**src/rtl/dma_seq_pkg.sv**
```systemverilog
`timescale 1ns/1ps
package dma_seq_pkg;

    typedef enum logic [1:0] {
        SQ_IDLE   = 2'd0,
        SQ_WAIT   = 2'd1,
        SQ_STROBE = 2'd2
    } sq_state_e;

    // settings captured when a request starts
    typedef struct packed {
        logic rd;
        logic wide;
        logic moto;
    } xfer_cfg_t;

    // abstract sequencer outputs, before polarity and style are applied
    typedef struct packed {
        logic req;
        logic ack;
        logic strobe;
    } seq_out_t;

    // strobe length in internal clocks, minus one
    function automatic logic strobe_last(input logic wide);
        return wide;
    endfunction

endpackage

```
**src/rtl/dma_tick_gen.sv**
```systemverilog
`timescale 1ns/1ps
module dma_tick_gen (
    input  logic clk,
    input  logic rst,
    input  logic div2,
    output logic tick_o
);
    logic ph_q;

    always_ff @(posedge clk) begin
        if (rst) begin
            ph_q <= 1'b0;
        end else if (div2) begin
            ph_q <= ~ph_q;
        end else begin
            ph_q <= 1'b0;
        end
    end

    assign tick_o = ~div2 | ph_q;
endmodule

```
**src/rtl/dma_seq_fsm.sv**
```systemverilog
`timescale 1ns/1ps
module dma_seq_fsm
    import dma_seq_pkg::*;
#(
    parameter int GAP_W   = 2,
    parameter int MIN_GAP = 2
) (
    input  logic             clk,
    input  logic             rst,
    input  logic             tick,
    input  logic             enable,
    input  logic             pend,
    input  logic             rd,
    input  logic [GAP_W-1:0] gap,
    input  logic             wide,
    input  logic             moto,
    output seq_out_t         seq_o,
    output xfer_cfg_t        cfg_o
);
    localparam int MAX_GAP = MIN_GAP + (1 << GAP_W) - 1;
    localparam int CNT_W   = $clog2(MAX_GAP + 1);

    sq_state_e        state_q;
    logic [CNT_W-1:0] cnt_q;
    xfer_cfg_t        cfg_q;
    logic [GAP_W-1:0] gap_q;
    logic [CNT_W-1:0] gap_last;
    logic [CNT_W-1:0] str_last;

    assign gap_last = CNT_W'(MIN_GAP) + CNT_W'(gap_q) - CNT_W'(1);
    assign str_last = CNT_W'(strobe_last(cfg_q.wide));

    always_ff @(posedge clk) begin
        if (rst) begin
            state_q <= SQ_IDLE;
            cnt_q   <= '0;
            cfg_q   <= '0;
            gap_q   <= '0;
        end else if (!enable) begin
            state_q <= SQ_IDLE;
            cnt_q   <= '0;
        end else if (tick) begin
            case (state_q)
                SQ_IDLE: begin
                    if (pend) begin
                        state_q <= SQ_WAIT;
                        cnt_q   <= '0;
                        cfg_q   <= '{rd: rd, wide: wide, moto: moto};
                        gap_q   <= gap;
                    end
                end
                SQ_WAIT: begin
                    if (cnt_q == gap_last) begin
                        state_q <= SQ_STROBE;
                        cnt_q   <= '0;
                    end else begin
                        cnt_q <= cnt_q + CNT_W'(1);
                    end
                end
                SQ_STROBE: begin
                    if (cnt_q == str_last) begin
                        state_q <= SQ_IDLE;
                        cnt_q   <= '0;
                    end else begin
                        cnt_q <= cnt_q + CNT_W'(1);
                    end
                end
                default: begin
                    state_q <= SQ_IDLE;
                    cnt_q   <= '0;
                end
            endcase
        end
    end

    always_comb begin
        seq_o.req    = (state_q != SQ_IDLE);
        seq_o.ack    = (state_q == SQ_STROBE);
        seq_o.strobe = (state_q == SQ_STROBE);
    end

    assign cfg_o = cfg_q;
endmodule

```
**src/rtl/dma_pin_drive.sv**
```systemverilog
`timescale 1ns/1ps
module dma_pin_drive
    import dma_seq_pkg::*;
(
    input  seq_out_t seq_i,
    input  logic     enable,
    input  logic     rd,
    input  logic     moto,
    input  logic     req_pol,
    input  logic     ack_pol,
    output logic     req_o,
    output logic     ack_o,
    output logic     pin_a_o,
    output logic     pin_b_o,
    output logic     oe_o
);
    always_comb begin
        req_o   = 1'b0;
        ack_o   = 1'b0;
        pin_a_o = 1'b1;
        pin_b_o = 1'b1;
        oe_o    = 1'b0;
        if (enable) begin
            oe_o  = 1'b1;
            req_o = seq_i.req ? req_pol : ~req_pol;
            ack_o = seq_i.ack ? ack_pol : ~ack_pol;
            if (seq_i.strobe) begin
                if (moto) begin
                    pin_a_o = 1'b0;
                    pin_b_o = rd;
                end else begin
                    pin_a_o = ~rd;
                    pin_b_o = rd;
                end
            end
        end
    end
endmodule

```
**src/rtl/dma_hs_seq.sv**
```systemverilog
`timescale 1ns/1ps
module dma_hs_seq
    import dma_seq_pkg::*;
#(
    parameter int GAP_W   = 2,
    parameter int MIN_GAP = 2
) (
    input  logic             clk,
    input  logic             rst,
    input  logic             xfer_pend_i,
    input  logic             xfer_rd_i,
    input  logic             cfg_div2_i,
    input  logic [GAP_W-1:0] cfg_gap_i,
    input  logic             cfg_wide_i,
    input  logic             cfg_req_pol_i,
    input  logic             cfg_ack_pol_i,
    input  logic             cfg_moto_i,
    input  logic             cfg_periph_i,
    output logic             req_o,
    output logic             ack_o,
    output logic             strb_a_o,
    output logic             strb_b_o,
    output logic             strb_oe_o,
    output logic             dir_stat_o
);
    logic      tick;
    seq_out_t  seq;
    xfer_cfg_t cur_cfg;

    dma_tick_gen u_tick (
        .clk    (clk),
        .rst    (rst),
        .div2   (cfg_div2_i),
        .tick_o (tick)
    );

    dma_seq_fsm #(
        .GAP_W   (GAP_W),
        .MIN_GAP (MIN_GAP)
    ) u_fsm (
        .clk    (clk),
        .rst    (rst),
        .tick   (tick),
        .enable (cfg_periph_i),
        .pend   (xfer_pend_i),
        .rd     (xfer_rd_i),
        .gap    (cfg_gap_i),
        .wide   (cfg_wide_i),
        .moto   (cfg_moto_i),
        .seq_o  (seq),
        .cfg_o  (cur_cfg)
    );

    dma_pin_drive u_pins (
        .seq_i   (seq),
        .enable  (cfg_periph_i),
        .rd      (cur_cfg.rd),
        .moto    (cur_cfg.moto),
        .req_pol (cfg_req_pol_i),
        .ack_pol (cfg_ack_pol_i),
        .req_o   (req_o),
        .ack_o   (ack_o),
        .pin_a_o (strb_a_o),
        .pin_b_o (strb_b_o),
        .oe_o    (strb_oe_o)
    );

    assign dir_stat_o = cur_cfg.rd;
endmodule

```
**config.mk**
```make
export PLATFORM = sky130hd
export DESIGN_NAME = dma_hs_seq
export DESIGN_NICKNAME = d
export VERILOG_FILES = /design/src/rtl/dma_seq_pkg.sv /design/src/rtl/dma_tick_gen.sv /design/src/rtl/dma_seq_fsm.sv /design/src/rtl/dma_pin_drive.sv /design/src/rtl/dma_hs_seq.sv
export SDC_FILE = /design/constraint.sdc
export NUM_CORES = 1
export LEC_CHECK = 0
export BUFFER_PORTS_ARGS = -buffer_cell sky130_fd_sc_hd__buf_2
export CAP_MARGIN = 20
export CORE_UTILIZATION = 35
export CTS_BUF_LIST = sky130_fd_sc_hd__clkbuf_4
export CTS_CLUSTER_SIZE = 8
export DETAILED_ROUTE_END_ITERATION = 12
export MAX_ROUTING_LAYER = met4
export PLACE_DENSITY = 0.65
export SLEW_MARGIN = 20
export SYNTH_ARGS = -nofsm -noshare
export SYNTH_HDL_FRONTEND = slang
export SYNTH_SLANG_ARGS = --single-unit
```
**constraint.sdc**
```tcl
create_clock -name clk -period 1.4 [get_ports clk]
set_input_delay 0.28 -clock clk [delete_from_list [all_inputs] [get_ports clk]]
set_output_delay 0.28 -clock clk [all_outputs]
set_load 0.02 [all_outputs]
```
==> results.sh <==
export IMPL_run_status="finished with violations"
export IMPL_violations="negative setup slack"
export IMPL_timing_hold_worst_class="primary input to flip-flop"
export IMPL_detail_route_wl_per_cell_um=12.3
export IMPL_seq_area_um2=228
export IMPL_synthArstFlopShare_pct=0
export IMPL_yosys_area_top_type="sky130_fd_sc_hd__dfxtp_1"
export IMPL_grt_pass1_wl_mm=2.26
export IMPL_placement_cell_area_um2=806
export IMPL_yosys_cell_count_top_type="sky130_fd_sc_hd__dfxtp_1"
export IMPL_tritoncts="built"
export IMPL_yosys_top_cells_count="sky130_fd_sc_hd__dfxtp_1, sky130_fd_sc_hd__ha_1, sky130_fd_sc_hd__nor2_1"
export IMPL_htreeDepth=1
export IMPL_design_final_nets=115
export IMPL_layout_area_overhead_vs_synth_pct=51.8
export IMPL_post_synth_num_cell_types=26
export IMPL_dpl_hpwl_um=999
export IMPL_synth_ff_latch_count=11
export IMPL_crit_path_cell_trace="inv_4 -> ha_4 -> xnor2_1 -> and2_1 -> buf_6"
export IMPL_layout_filler_cell_count=161
export IMPL_multi_input_comb_area_um2=490
export IMPL_crit_path_max_incr_delay_ps=370
export IMPL_max_clock_path_buffers=2
export IMPL_yosys_warnings=0
export IMPL_dr_first_iter_drc_count=7
export IMPL_syn_mean_instance_area_um2=9.84
export IMPL_cap_viol_max_count=0
export IMPL_netlist_area_leader_share_pct=33.9
export IMPL_floorplan_rows=15
export IMPL_timing_max_transition_violations_final=0
export IMPL_clk_latency_ps=270
export IMPL_die_width_um=45.1
export IMPL_io_pins=18
export IMPL_gpl_final_weighted_congestion=0.856
export IMPL_cp_max_fo=4
export IMPL_leakagePower_nw=0.399
export IMPL_finalCritPeriodShare_pct=111
export IMPL_drive_gt1_share_pct=53.1
export IMPL_worstPathRequired_ps=1120
export IMPL_max_freq_ghz=0.646
export IMPL_cts_hold_buf=0
export IMPL_grt_pass1_vias=561
export IMPL_cts_root_buffer_cell="sky130_fd_sc_hd__clkbuf_4"
export IMPL_worst_path_max_delay_cell="sky130_fd_sc_hd__dfxtp_2"
export IMPL_yosys_most_used_dff="sky130_fd_sc_hd__dfxtp_1"
export IMPL_die_height_um=45.1
export IMPL_critPathArrivalTime_ps=1270
export IMPL_core_region_area_um2=1730
export IMPL_crit_path_end_kind="output pin"
export IMPL_crit_path_start_kind="flip-flop"
export IMPL_number_of_antenna_violations_at_the_first_check_in_global_routing=0
export IMPL_groute_usage_overall_pct=16.0
export IMPL_vdd_ir_drop_max_mv=0.637
export IMPL_preCtsSetupSlack_ps=-46.7
export IMPL_post_route_drc_count=0
export IMPL_total_power_mw=0.727
export IMPL_tritoncts_num_buffers=3
export IMPL_detailedRoute_firstPassIterationCount=4
export IMPL_grt_max_degree=9
export IMPL_fin_worst_skew_ps=7.28
export IMPL_powerDensity_nw_per_um2=737
export IMPL_number_of_flops_mapped_to_enable_cells_by_yosys=0
export IMPL_synth_top_cells_by_area="sky130_fd_sc_hd__dfxtp_1, sky130_fd_sc_hd__ha_1, sky130_fd_sc_hd__mux2i_1"
export IMPL_synthesis_nets=84
export IMPL_clkSlewWorstSetupHoldPaths_ps=70
export IMPL_worst_max_slew_margin_expressed_relative_to_the_limit_pct=81.8
export IMPL_post_drt_via_cell_ratio=4.77
export IMPL_synth_cells=66
export IMPL_synthesis_area_um2=649
export IMPL_grt_overflow_total=0
export IMPL_port_buffer_count=17
export IMPL_totalWireLength_mm=1.48
export IMPL_diodes=0
export IMPL_layout_min_cycle_time_ps=1550
export IMPL_final_setup_worst_slack_ps=-147
export IMPL_critical_path_class="flip-flop to output pin"
export IMPL_floorplan_die_area_um2=2030
export IMPL_timing_worst_slew_pin_value_ps=271
export IMPL_final_area_um2=986
export IMPL_portion_of_the_post_synthesis_area_used_by_sequential_elements_pct=33.9
export IMPL_floorplan_initialDensity_pct=37.6
export IMPL_final_antenna_net_count=0
export IMPL_via_count=577
export IMPL_rsz_0062_raised_after_global_routing="true"
export IMPL_clock_sinks=11
export IMPL_timing_final_setup_violations=4
export IMPL_final_hold_viol_count=0
cells by family after synthesis:
group	after synthesis	synth area share, %
DFF	11	33.9
and+or+nand+nor	20	17.9
adders and majority gates	6	11.6
xor gates and xnor gates	6	8.09
muxes	5	7.71
buffers and inverters	5	3.66
AOI/OAI and AO/OA	13	17.2
layout make-up:
cell class	count	share of cell area, %
multi-input combinational	50	49.7
timing repair buffer	28	19.3
clock buffer	4	3.05
sequential	11	23.1
tap	25	3.17
inverter	3	1.65
where the power goes:
group | switching [mW] | internal [mW] | total [mW]
logic | 0.0773 | 0.0830 | 0.160
registers | 0.00758 | 0.322 | 0.329
clock network | 0.108 | 0.130 | 0.237
worst max-delay path: cells and delay by family (launching register included):
| kind | cells | cell delay (ps) |
|---|---|---|
| adder cells (fa/ha/maj) | 1 | 170 |
| flip-flops | 1 | 370 |
| XOR/XNOR | 1 | 110 |
| buffers and inverters | 2 | 190 |
| AND/OR/NAND/NOR | 1 | 160 |
routing by layer:
metal / vias to the layer above / global-route usage (%) / wire [um]
met1: 254 / 19.5 / 683
met5: - / - / 0
met3: 4 / 6.40 / 95
li1: 296 / - / -
met2: 23 / 24.9 / 678
met4: 0 / 3.64 / 27
stage by stage:
step | utilization, % | hold WS (ps) | TNS, ps | std cells
CTS | 53.7 | 240 | -316 | 119
detailed placement | 46.7 | 506 | -136 | 112
global placement | 46.7 | 487 | -119 | 112
floorplan | - | 352 | 0 | 66
finish | 57.1 | 243 | -323 | 121
global route | 57.1 | 261 | -681 | 121
cell usage in the layout (no fill, tap or decap), types with 3 or more instances in the layout:
cell | netlist | routed
sky130_fd_sc_hd__dfxtp_1 | 11 | 7
sky130_fd_sc_hd__clkbuf_4 | 0 | 4
sky130_fd_sc_hd__mux2i_1 | 5 | 5
sky130_fd_sc_hd__buf_2 | 1 | 14
sky130_fd_sc_hd__ha_4 | 0 | 4
sky130_fd_sc_hd__dfxtp_2 | 0 | 3
sky130_fd_sc_hd__buf_4 | 1 | 10
sky130_fd_sc_hd__xor2_1 | 4 | 3
sky130_fd_sc_hd__nor2_1 | 6 | 6
sky130_fd_sc_hd__a211oi_2 | 0 | 3
sky130_fd_sc_hd__buf_6 | 0 | 4
final timing paths:
kind | slack, ps | cells past startpoint | end | start
worst max-delay path | -150 | 5 | ack_o | u_fsm.state_q[0]$_SDFFE_PP0P_
worst min-delay path | 240 | 3 | u_fsm.cfg_o[2]$_SDFFE_PP0P_ | xfer_rd_i
worst max register to register | -40 | 7 | u_fsm.state_q[0]$_SDFFE_PP0P_ | u_fsm.state_q[0]$_SDFFE_PP0P_
worst min register to register | 520 | 2 | u_fsm.cfg_o[0]$_SDFFE_PP0P_ | u_fsm.cfg_o[0]$_SDFFE_PP0P_
sequential cells by signal, indices dropped and copies added, names as in the netlist:
register and count:
u_tick.ph_q 1, u_fsm.gap_q 2, u_fsm.cnt_q 3, u_fsm.state_q 2
u_fsm.cfg_o 3
repair_timing:
action | in CTS | in global routing
endpoints found under the setup margin | 9 | 10
gates resized for setup | 20 | 11
setup buffers | 3 | 2
pin swaps | 9 | 9
Note: power is estimated with default switching activity, not from simulation.
